$ cat src/rtl/rbu_pkg.sv
package rbu_pkg;
  localparam int unsigned OFS_W  = 16;
  localparam int unsigned BANK_W = 8;
  localparam int unsigned DSP_W  = 8;
  localparam int unsigned PAGE_B = 8;
  localparam int unsigned EXTRA_W = 2;

  typedef struct packed {
    logic [BANK_W-1:0] bank;
    logic [OFS_W-1:0]  ofs;
  } pc_t;
endpackage

$ cat src/rtl/rbu_base_adder.sv
module rbu_base_adder #(
  parameter int unsigned OFS_W = 16,
  parameter int unsigned STEP  = 2
) (
  input  logic [OFS_W-1:0] ofs_in,
  output logic [OFS_W-1:0] base_ofs
);
  localparam logic [OFS_W-1:0] STEP_V = OFS_W'(STEP);
  always_comb base_ofs = ofs_in + STEP_V;
endmodule

$ cat src/rtl/rbu_target_calc.sv
module rbu_target_calc #(
  parameter int unsigned OFS_W  = 16,
  parameter int unsigned DSP_W  = 8,
  parameter int unsigned PAGE_B = 8
) (
  input  logic [OFS_W-1:0] base_ofs,
  input  logic [DSP_W-1:0] disp,
  output logic [OFS_W-1:0] tgt_ofs,
  output logic             page_cross
);
  localparam int unsigned EXT_W = OFS_W - DSP_W;
  logic [OFS_W-1:0] disp_ext;

  generate
    if (EXT_W > 0) begin : g_ext
      always_comb disp_ext = {{EXT_W{disp[DSP_W-1]}}, disp};
    end else begin : g_noext
      always_comb disp_ext = disp[OFS_W-1:0];
    end
  endgenerate

  always_comb begin
    tgt_ofs    = base_ofs + disp_ext;
    page_cross = (tgt_ofs[OFS_W-1:PAGE_B] != base_ofs[OFS_W-1:PAGE_B]);
  end
endmodule

$ cat src/rtl/rel_branch_unit.sv
module rel_branch_unit
  import rbu_pkg::*;
#(
  parameter int unsigned P_OFS_W  = OFS_W,
  parameter int unsigned P_BANK_W = BANK_W,
  parameter int unsigned P_DSP_W  = DSP_W,
  parameter int unsigned P_PAGE_B = PAGE_B
) (
  input  logic                        clk,
  input  logic                        rst,
  input  logic                        req_valid,
  input  logic [P_BANK_W+P_OFS_W-1:0] pc,
  input  logic [P_DSP_W-1:0]          disp,
  input  logic                        cond_taken,
  input  logic                        emu_mode,
  output logic                        res_valid,
  output logic [P_BANK_W+P_OFS_W-1:0] next_pc,
  output logic [1:0]                  extra_cycles
);
  localparam int unsigned PC_W = P_BANK_W + P_OFS_W;

  logic [P_OFS_W-1:0] base_ofs, tgt_ofs;
  logic               page_cross;
  logic [P_OFS_W-1:0] sel_ofs;
  logic [1:0]         sel_extra;

  rbu_base_adder #(.OFS_W(P_OFS_W), .STEP(2)) u_base (
    .ofs_in  (pc[P_OFS_W-1:0]),
    .base_ofs(base_ofs)
  );

  rbu_target_calc #(.OFS_W(P_OFS_W), .DSP_W(P_DSP_W), .PAGE_B(P_PAGE_B)) u_tgt (
    .base_ofs  (base_ofs),
    .disp      (disp),
    .tgt_ofs   (tgt_ofs),
    .page_cross(page_cross)
  );

  always_comb begin
    if (cond_taken) begin
      sel_ofs   = tgt_ofs;
      sel_extra = (emu_mode && page_cross) ? 2'd2 : 2'd1;
    end else begin
      sel_ofs   = base_ofs;
      sel_extra = 2'd0;
    end
  end

  always_ff @(posedge clk) begin
    if (rst) begin
      res_valid    <= 1'b0;
      next_pc      <= '0;
      extra_cycles <= '0;
    end else begin
      res_valid <= req_valid;
      if (req_valid) begin
        next_pc      <= {pc[PC_W-1:P_OFS_W], sel_ofs};
        extra_cycles <= sel_extra;
      end
    end
  end

  p_latency_r2: assert property (@(posedge clk) disable iff (rst)
    req_valid |=> res_valid);
  p_idle_r2: assert property (@(posedge clk) disable iff (rst)
    !req_valid |=> !res_valid);
  p_not_taken_r3: assert property (@(posedge clk) disable iff (rst)
    (req_valid && !cond_taken) |=> (extra_cycles == 2'd0));
  p_taken_cost_r5: assert property (@(posedge clk) disable iff (rst)
    (req_valid && cond_taken && !emu_mode) |=> (extra_cycles == 2'd1));
  p_bank_keep_r7: assert property (@(posedge clk) disable iff (rst)
    req_valid |=> (next_pc[PC_W-1:P_OFS_W] == $past(pc[PC_W-1:P_OFS_W])));
  p_hold_r8: assert property (@(posedge clk) disable iff (rst)
    !req_valid |=> ($stable(next_pc) && $stable(extra_cycles)));
endmodule

$ cat config.mk
export PLATFORM = sky130hd
export DESIGN_NAME = rel_branch_unit
export DESIGN_NICKNAME = d
export VERILOG_FILES = /design/src/rtl/rbu_pkg.sv /design/src/rtl/rbu_base_adder.sv /design/src/rtl/rbu_target_calc.sv /design/src/rtl/rel_branch_unit.sv
export SDC_FILE = /design/constraint.sdc
export NUM_CORES = 1
export LEC_CHECK = 0
export ABC_AREA = 1
export BUFFER_PORTS_ARGS = -buffer_cell sky130_fd_sc_hd__buf_4
export CORE_MARGIN = 8
export CORE_UTILIZATION = 49
export CTS_CLUSTER_SIZE = 25
export DETAILED_ROUTE_END_ITERATION = 6
export HOLD_SLACK_MARGIN = 0.03
export PLACE_DENSITY = 0.8
export SLEW_MARGIN = 25
export SYNTH_ARGS = -nofsm -noshare
export SYNTH_HDL_FRONTEND = slang
export SYNTH_SLANG_ARGS = --single-unit
$ cat constraint.sdc
create_clock -name clk -period 2.15 [get_ports clk]
set_input_delay 0.1075 -clock clk [delete_from_list [all_inputs] [get_ports clk]]
set_output_delay 0.1075 -clock clk [all_outputs]
set_load 0.01 [all_outputs]
==> results of run 1 <==
state kept, by name (all words and copies together), names as in the netlist:
name          flops
res_valid         1
extra_cycles      2
next_pc          24
final cells by class:
class | instances | area, um2
sequential | 27 | 541
timing repair buffer | 146 | 1160
clock buffer | 3 | 41.3
fill | 238 | 573
inverter | 55 | 211
tap | 70 | 87.6
clock inverter | 1 | 5.00
multi-input combinational | 325 | 2420
power breakdown:
| part | leakage [nW] | internal, mW | switching, mW | total [mW] |
|---|---|---|---|---|
| logic | 1.96 | 0.506 | 0.641 | 1.15 |
| registers | 0.223 | 0.538 | 0.0215 | 0.560 |
| clock network | 0.0255 | 0.130 | 0.163 | 0.293 |
layout by cell type (no fill, tap or decap), types with 17 or more instances in the layout:
| master | n |
|---|---|
| buf_4 | 136 |
| inv_1 | 35 |
| dfxtp_1 | 27 |
| nand2_2 | 26 |
| inv_2 | 17 |
| a21oi_1 | 17 |
| nand3_1 | 35 |
| nor2_1 | 24 |
| nand2_1 | 95 |
worst register-to-register path, stage by stage (launching register included):
cell,delay [ns]
dfxtp_1,0.36
nand2_1,0.08
a31oi_1,0.22
per-layer routing:
| metal | GRT usage [%] | wire length [um] | vias to the layer above |
|---|---|---|---|
| li1 | - | - | 1631 |
| met1 | 26.8 | 4490 | 1760 |
| met2 | 41.7 | 6210 | 296 |
| met3 | 3.00 | 1010 | 98 |
| met4 | 5.63 | 921 | 0 |
| met5 | 0 | 0 | - |
stage by stage:
step           power (mW)  util, %  hold WS (ns)  setup WS (ns)  area [um2]
5_1_grt              2.08     88.6        0.0651         -0.417        4470
3_3_place_gp         1.34     70.6         0.330         -0.369        3560
3_5_place_dp         1.36     70.6         0.334         -0.397        3560
2_1_floorplan        1.00        -         0.242        0.00688        2580
4_1_cts              1.72     78.0        0.0491        -0.0145        3930
6_report             2.00     88.6        0.0432         -0.302        4470
worst max-delay path by stage:
stage / slack, ns / to / cells after the start / startpoint
after floorplan: 0.007 / extra_cycles[0]$_SDFFE_PP0P_ / 20 / pc[5]
after global placement: -0.37 / extra_cycles[0]$_SDFFE_PP0P_ / 20 / pc[4]
after detailed placement: -0.40 / extra_cycles[0]$_SDFFE_PP0P_ / 20 / pc[4]
after CTS: -0.01 / extra_cycles[0]$_SDFFE_PP0P_ / 22 / pc[2]
after global routing: -0.42 / extra_cycles[0]$_SDFFE_PP0P_ / 21 / pc[2]
final: -0.30 / extra_cycles[1]$_SDFFE_PP0P_ / 19 / pc[2]
timing repair:
action                                 CTS  global route
resized for setup                       44           100
pin swaps                               38            77
buffers inserted                        16             7
endpoints found under the hold margin    0             0
setup endpoints to repair                2             5
kinds of logic after synthesis:
logic type | count (synthesis) | synth area share, %
AND/OR/NAND/NOR | 233 | 40.4
flip-flops | 27 | 21.5
AO/OA/AOI/OAI | 55 | 12.2
buffers and inverters | 65 | 9.71
XOR/XNOR | 17 | 5.92
adder cells (fa/ha/maj) | 20 | 10.3
==> run_results.csv, run 1 <==
group,metric,value,unit
worst_hold_path,whs_endpoint,"next_pc[21]$_SDFFE_PP0P_",
setup_path,critical_path.max_fanout,4,
floorplan,die_h,87.6,um
logic_synthesis,synth-edff-count,0,
grt,grt_pass1_wl,14300,um
route,antenna_left,0,
logic_synthesis,netlist_top_cells_area,"dfxtp_1 (22%), nand2_1 (20%), nand3_1 (10%)",
setup_path,r2r_cells,2,
worst_hold_path,hold-path-cell-count,3,
setup_path,worstPathArrival,2.65,ns
sta,rsz0062_at_grt,"true",
logic_synthesis,synth_warnings,0,
setup_path,path_buf_inv,2,
logic_synthesis,synth_cell_types,28,
setup_path,crit_type,"in2reg",
sta,skew,0,ns
logic_synthesis,yosysMostFrequentCell,"nand2_1",
sta,maxSlewHeadroom,68.0,%
clocking,path_clk_slew,0.09,ns
logic_synthesis,syn_area,0.00251,mm2
grt,grt_pass1_vias,3283,
clocking,cts_buffers,3,
grt,grt_usage,22.7,%
sta,fin_crit,2.45,ns
placement,gp_congestion,0.961,
clocking,cts_sinks,27,
route,totalWireLength,12600,um
setup_path,path_common_cell,"nand2_2",
grt,antenna_found_initial,0,
sta,fin_tns_setup,-0.935,ns
setup_path,crit_path_cell_trace,"buf_12, ha_4, nand3_4, buf_4, xnor2_2, ha_4, nand2_1, nand2_1, a21oi_2, nand2_2, nand2_2, nand2_2, nand2_1, nand2_2, nand3_1, nor2_1, nand3_1, nand3_1, a21oi_1",
placement,placedCellCount,601,
route,dr_total_vias,3785,
logic_synthesis,netlist_top_cells_count,"nand2_1 (131), nand3_1 (51), inv_1 (42)",
placement,hpwl,6460,um
pwr,powerDensity,447,mW/mm2
route,vias_per_cell,6.04,
logic_synthesis,syn_area_per_cell,6.03,um2
sta,hold_viol,0,
clocking,cts_buffer_depth,2,
setup_path,reg2reg_slack,1.41,ns
grt,grt_max_degree,29,
clocking,htreeDepth,1,
floorplan,start_util,49.9,%
setup_path,critPathMaxStageDelay,0.29,ns
logic_synthesis,synth_top_area_share,21.5,%
logic_synthesis,synth.largest_area_cell,"dfxtp_1",
route,wl_per_cell,20.1,um
setup_path,reg2reg_from,"next_pc[9]$_SDFFE_PP0P_",
route,drt-pass1-iter-count,6,
logic_synthesis,ys.flop_type,"dfxtp_1",
setup_path,reg2reg_to,"next_pc[9]$_SDFFE_PP0P_",
route,drt_iter0_markers,447,
worst_hold_path,hp-class,"in2reg",
clocking,clk_latency,0.27,ns
grt,grt-ovfl-total,0,
floorplan,fp.coreArea,0.00504,mm2
floorplan,dieArea,0.00768,mm2
setup_path,crit_path_end_kind,"register",
logic_synthesis,syn_inst,417,
sta,max_freq,408,MHz
sta,setup_viol,6,
route,drc,0,
sta,fin_ws,-0.302,ns
clocking,cts_root_buf,"clkbuf_8",
job,cap_violations,0,
logic_synthesis,ys_async_sr_fraction,0,%
setup_path,cp_slowest_cell,"ha_4",
placement,numPortBuffers,63,
setup_path,cp-start-kind,"input pin",
setup_path,critPathRequiredTime,2.35,ns
clocking,cts_tree,"done",
floorplan,die-width,87.6,um
layout,syn_to_final_growth,77.8,%
floorplan,row_count,26,
setup_path,cp_top_family,"simple AND/OR/NAND/NOR gates",
status,status,"complete, but fails checks",
pwr,p_leak,2.21,nW
status,violations,"negative setup slack",
logic_synthesis,syn-num-nets,474,
pwr,peakVddDrop,582,uV
clocking,hold_buffers,0,
worst_hold_path,hold_start,"pc[21]",
logic_synthesis,yosysSeqAreaShare,21.5,%
layout,diodes,0,
layout,nets,615,
floorplan,num_io_pins,64,
logic_synthesis,synth-seq-cells,27,
sta,fin_crit_sh,114,%
sta,tightestPinTransition,0.479,ns
layout,layout-drive-gt1-share,49.0,%
sta,slew_viol_final,0,
layout,fin_cells,627,
Power figures use the tool's default switching activity.
==> run 2: changes to the inputs <==
--- a/config.mk
+++ b/config.mk
@@ -7,13 +7,16 @@
 export LEC_CHECK = 0
 export ABC_AREA = 1
 export BUFFER_PORTS_ARGS = -buffer_cell sky130_fd_sc_hd__buf_4
+export CELL_PAD_IN_SITES_DETAIL_PLACEMENT = 0
+export CELL_PAD_IN_SITES_GLOBAL_PLACEMENT = 1
 export CORE_MARGIN = 8
-export CORE_UTILIZATION = 49
+export CORE_UTILIZATION = 33
 export CTS_CLUSTER_SIZE = 25
 export DETAILED_ROUTE_END_ITERATION = 6
 export HOLD_SLACK_MARGIN = 0.03
-export PLACE_DENSITY = 0.8
-export SLEW_MARGIN = 25
+export PLACE_DENSITY = 0.79
+export REMOVE_ABC_BUFFERS = 1
+export SLEW_MARGIN = 20
 export SYNTH_ARGS = -nofsm -noshare
 export SYNTH_HDL_FRONTEND = slang
 export SYNTH_SLANG_ARGS = --single-unit
==> run_results.csv, run 2 (same netlist as run 1, synthesis figures left out) <==
group,metric,value,unit
layout,regMostFlops,"next_pc",
pwr,powerDensity,425,mW/mm2
clocking,cts_buffer_depth,2,
job,cap_violations,0,
pwr,power,1.84,mW
worst_hold_path,hold_start,"pc[23]",
route,drt-pass1-iter-count,6,
grt,grt_max_degree,29,
clocking,hold_buffers,0,
floorplan,fp.coreArea,0.00757,mm2
pwr,internal-power,1.15,mW
layout,layout-drive-gt1-share,44.3,%
pwr,switching_share,37.6,%
placement,numPortBuffers,63,
layout,largest_reg_flops,24,
layout,final_cell_mix,"buf_4 (145), nand2_1 (104), nand3_1 (42)",
grt,antenna_found_initial,0,
floorplan,row_count,32,
worst_hold_path,hp-class,"in2reg",
route,drt_iter0_markers,84,
clocking,cts_tree,"done",
route,wl_per_cell,13.7,um
grt,grt_usage,16.6,%
sta,fin_crit,2.24,ns
setup_path,crit_path_end_kind,"register",
setup_path,reg2reg_slack,1.48,ns
floorplan,dieArea,0.0107,mm2
floorplan,die_h,103,um
setup_path,worstPathArrival,2.46,ns
setup_path,reg2reg_to,"next_pc[8]$_SDFFE_PP0P_",
layout,diodes,0,
setup_path,cp-start-kind,"input pin",
clocking,clk_latency,0.27,ns
setup_path,reg2reg_from,"next_pc[8]$_SDFFE_PP0P_",
sta,rsz0062_at_grt,"true",
setup_path,critical_path.max_fanout,4,
sta,fin_crit_sh,104,%
clocking,htreeDepth,1,
floorplan,num_io_pins,64,
sta,fin_ws,-0.0946,ns
layout,syn_to_final_growth,72.4,%
sta,setup_viol,3,
worst_hold_path,hold-path-cell-count,3,
sta,slew_viol_final,0,
sta,tightestPinTransition,0.487,ns
layout,fin_cells,662,
sta,maxSlewHeadroom,67.5,%
sta,max_freq,446,MHz
status,status,"complete, but fails checks",
route,drc,0,
placement,hpwl,7000,um
placement,placedCellCount,643,
pwr,power.switching,693,uW
setup_path,critPathRequiredTime,2.36,ns
layout,utilization,57.3,%
floorplan,die-width,103,um
floorplan,start_util,33.2,%
clocking,cts_buffers,3,
sta,skew,0,ns
setup_path,r2r_cells,2,
route,totalWireLength,9040,um
clocking,cts_root_buf,"clkbuf_8",
grt,grt_pass1_wl,14100,um
route,vias_per_cell,4.71,
worst_hold_path,whs_endpoint,"next_pc[23]$_SDFFE_PP0P_",
clocking,path_clk_slew,0.09,ns
layout,final_common_cell,"buf_4",
layout,reg_top3,"next_pc x24, extra_cycles x2, res_valid x1",
status,violations,"negative setup slack",
grt,grt_pass1_vias,3085,
setup_path,crit_type,"in2reg",
route,antenna_left,0,
pwr,p_leak,2.15,nW
placement,gp_congestion,0.844,
route,dr_total_vias,3116,
pwr,peakVddDrop,385,uV
grt,grt-ovfl-total,0,
pwr,power_frac_clock,15.7,%
pwr,seqPwrFrac,30.2,%
sta,hold_viol,0,
layout,nets,618,
pwr,comb_power_share,54.1,%
clocking,cts_sinks,27,
==> run 2: changes by cell type in the layout (fill, tap and decap cells not counted), moves of 3 or more <==
| cell | delta |
|---|---|
| buf_4 | +9 |
| buf_6 | -5 |
| nand2_4 | -3 |
| nand2_2 | -5 |
| nand3_2 | -5 |
| inv_1 | +5 |
| nand3_1 | +7 |
| buf_12 | -3 |
| nor2_1 | +3 |
| a21oi_1 | +3 |
| nand2_1 | +9 |
| inv_2 | -3 |
==> run 2: through the flow <==
step	cell area [um2]	worst slack [ns]	hold WS (ns)	setup TNS, ns
global route	4330	-0.247	0.0571	-0.946
detailed placement	3610	-0.642	0.336	-3.99
floorplan	2480	-0.136	0.170	-0.307
finish	4330	-0.0946	0.0515	-0.174
global placement	3610	-0.613	0.329	-3.80
CTS	4090	-0.110	0.0486	-0.203
==> run 2: final cells by class <==
cell class / instances / area, um2
inverter: 55 / 206
clock buffer: 3 / 41.3
fill: 731 / 3230
sequential: 27 / 541
tap: 102 / 128
multi-input combinational: 325 / 2270
clock inverter: 1 / 5.00
timing repair buffer: 149 / 1140
==> run 2: worst max path at each step <==
stage,slack (ns),from,to
after floorplan,-0.14,pc[1],extra_cycles[0]$_SDFFE_PP0P_
after global placement,-0.61,pc[2],extra_cycles[0]$_SDFFE_PP0P_
after detailed placement,-0.64,pc[2],extra_cycles[0]$_SDFFE_PP0P_
after CTS,-0.11,pc[2],extra_cycles[0]$_SDFFE_PP0P_
after global routing,-0.25,pc[6],extra_cycles[0]$_SDFFE_PP0P_
final,-0.09,pc[2],extra_cycles[0]$_SDFFE_PP0P_
==> run 2: metal layers <==
layer	up-vias	wire (um)	track usage, %
li1	1632	-	-
met1	1421	3930	20.1
met2	57	4580	30.1
met3	6	435	3.28
met4	0	91	2.11
met5	-	0	0
==> run 2: critical path, cell delays in order <==
cell	delay (ns)
buf_8	0.09
ha_2	0.17
nand3_2	0.09
nor2_4	0.14
buf_6	0.13
xor2_4	0.17
ha_4	0.25
nand2_1	0.10
nand2_2	0.10
a21oi_4	0.16
nand2_2	0.09
nand2_2	0.08
nand3_1	0.08
nand2_1	0.08
nand3_1	0.10
nor2_2	0.17
nand3_2	0.11
nand2_1	0.06
nand2_1	0.05
a21oi_2	0.12
==> run 2: power groups by stage <==
stage / logic, mW / registers, mW / clock network [mW]
global placement: 0.807 / 0.568 / 0
detailed placement: 0.815 / 0.568 / 0
floorplan: 0.392 / 0.585 / 0
CTS: 0.924 / 0.558 / 0.297
finish: 0.998 / 0.557 / 0.289
global route: 1.10 / 0.563 / 0.322
==> run 2: timing repair <==
action | CTS | global route
resized for setup | 68 | 38
endpoints found under the setup margin | 6 | 8
setup buffers | 10 | 6
hold endpoints to repair | 0 | 0
pin swaps | 33 | 37
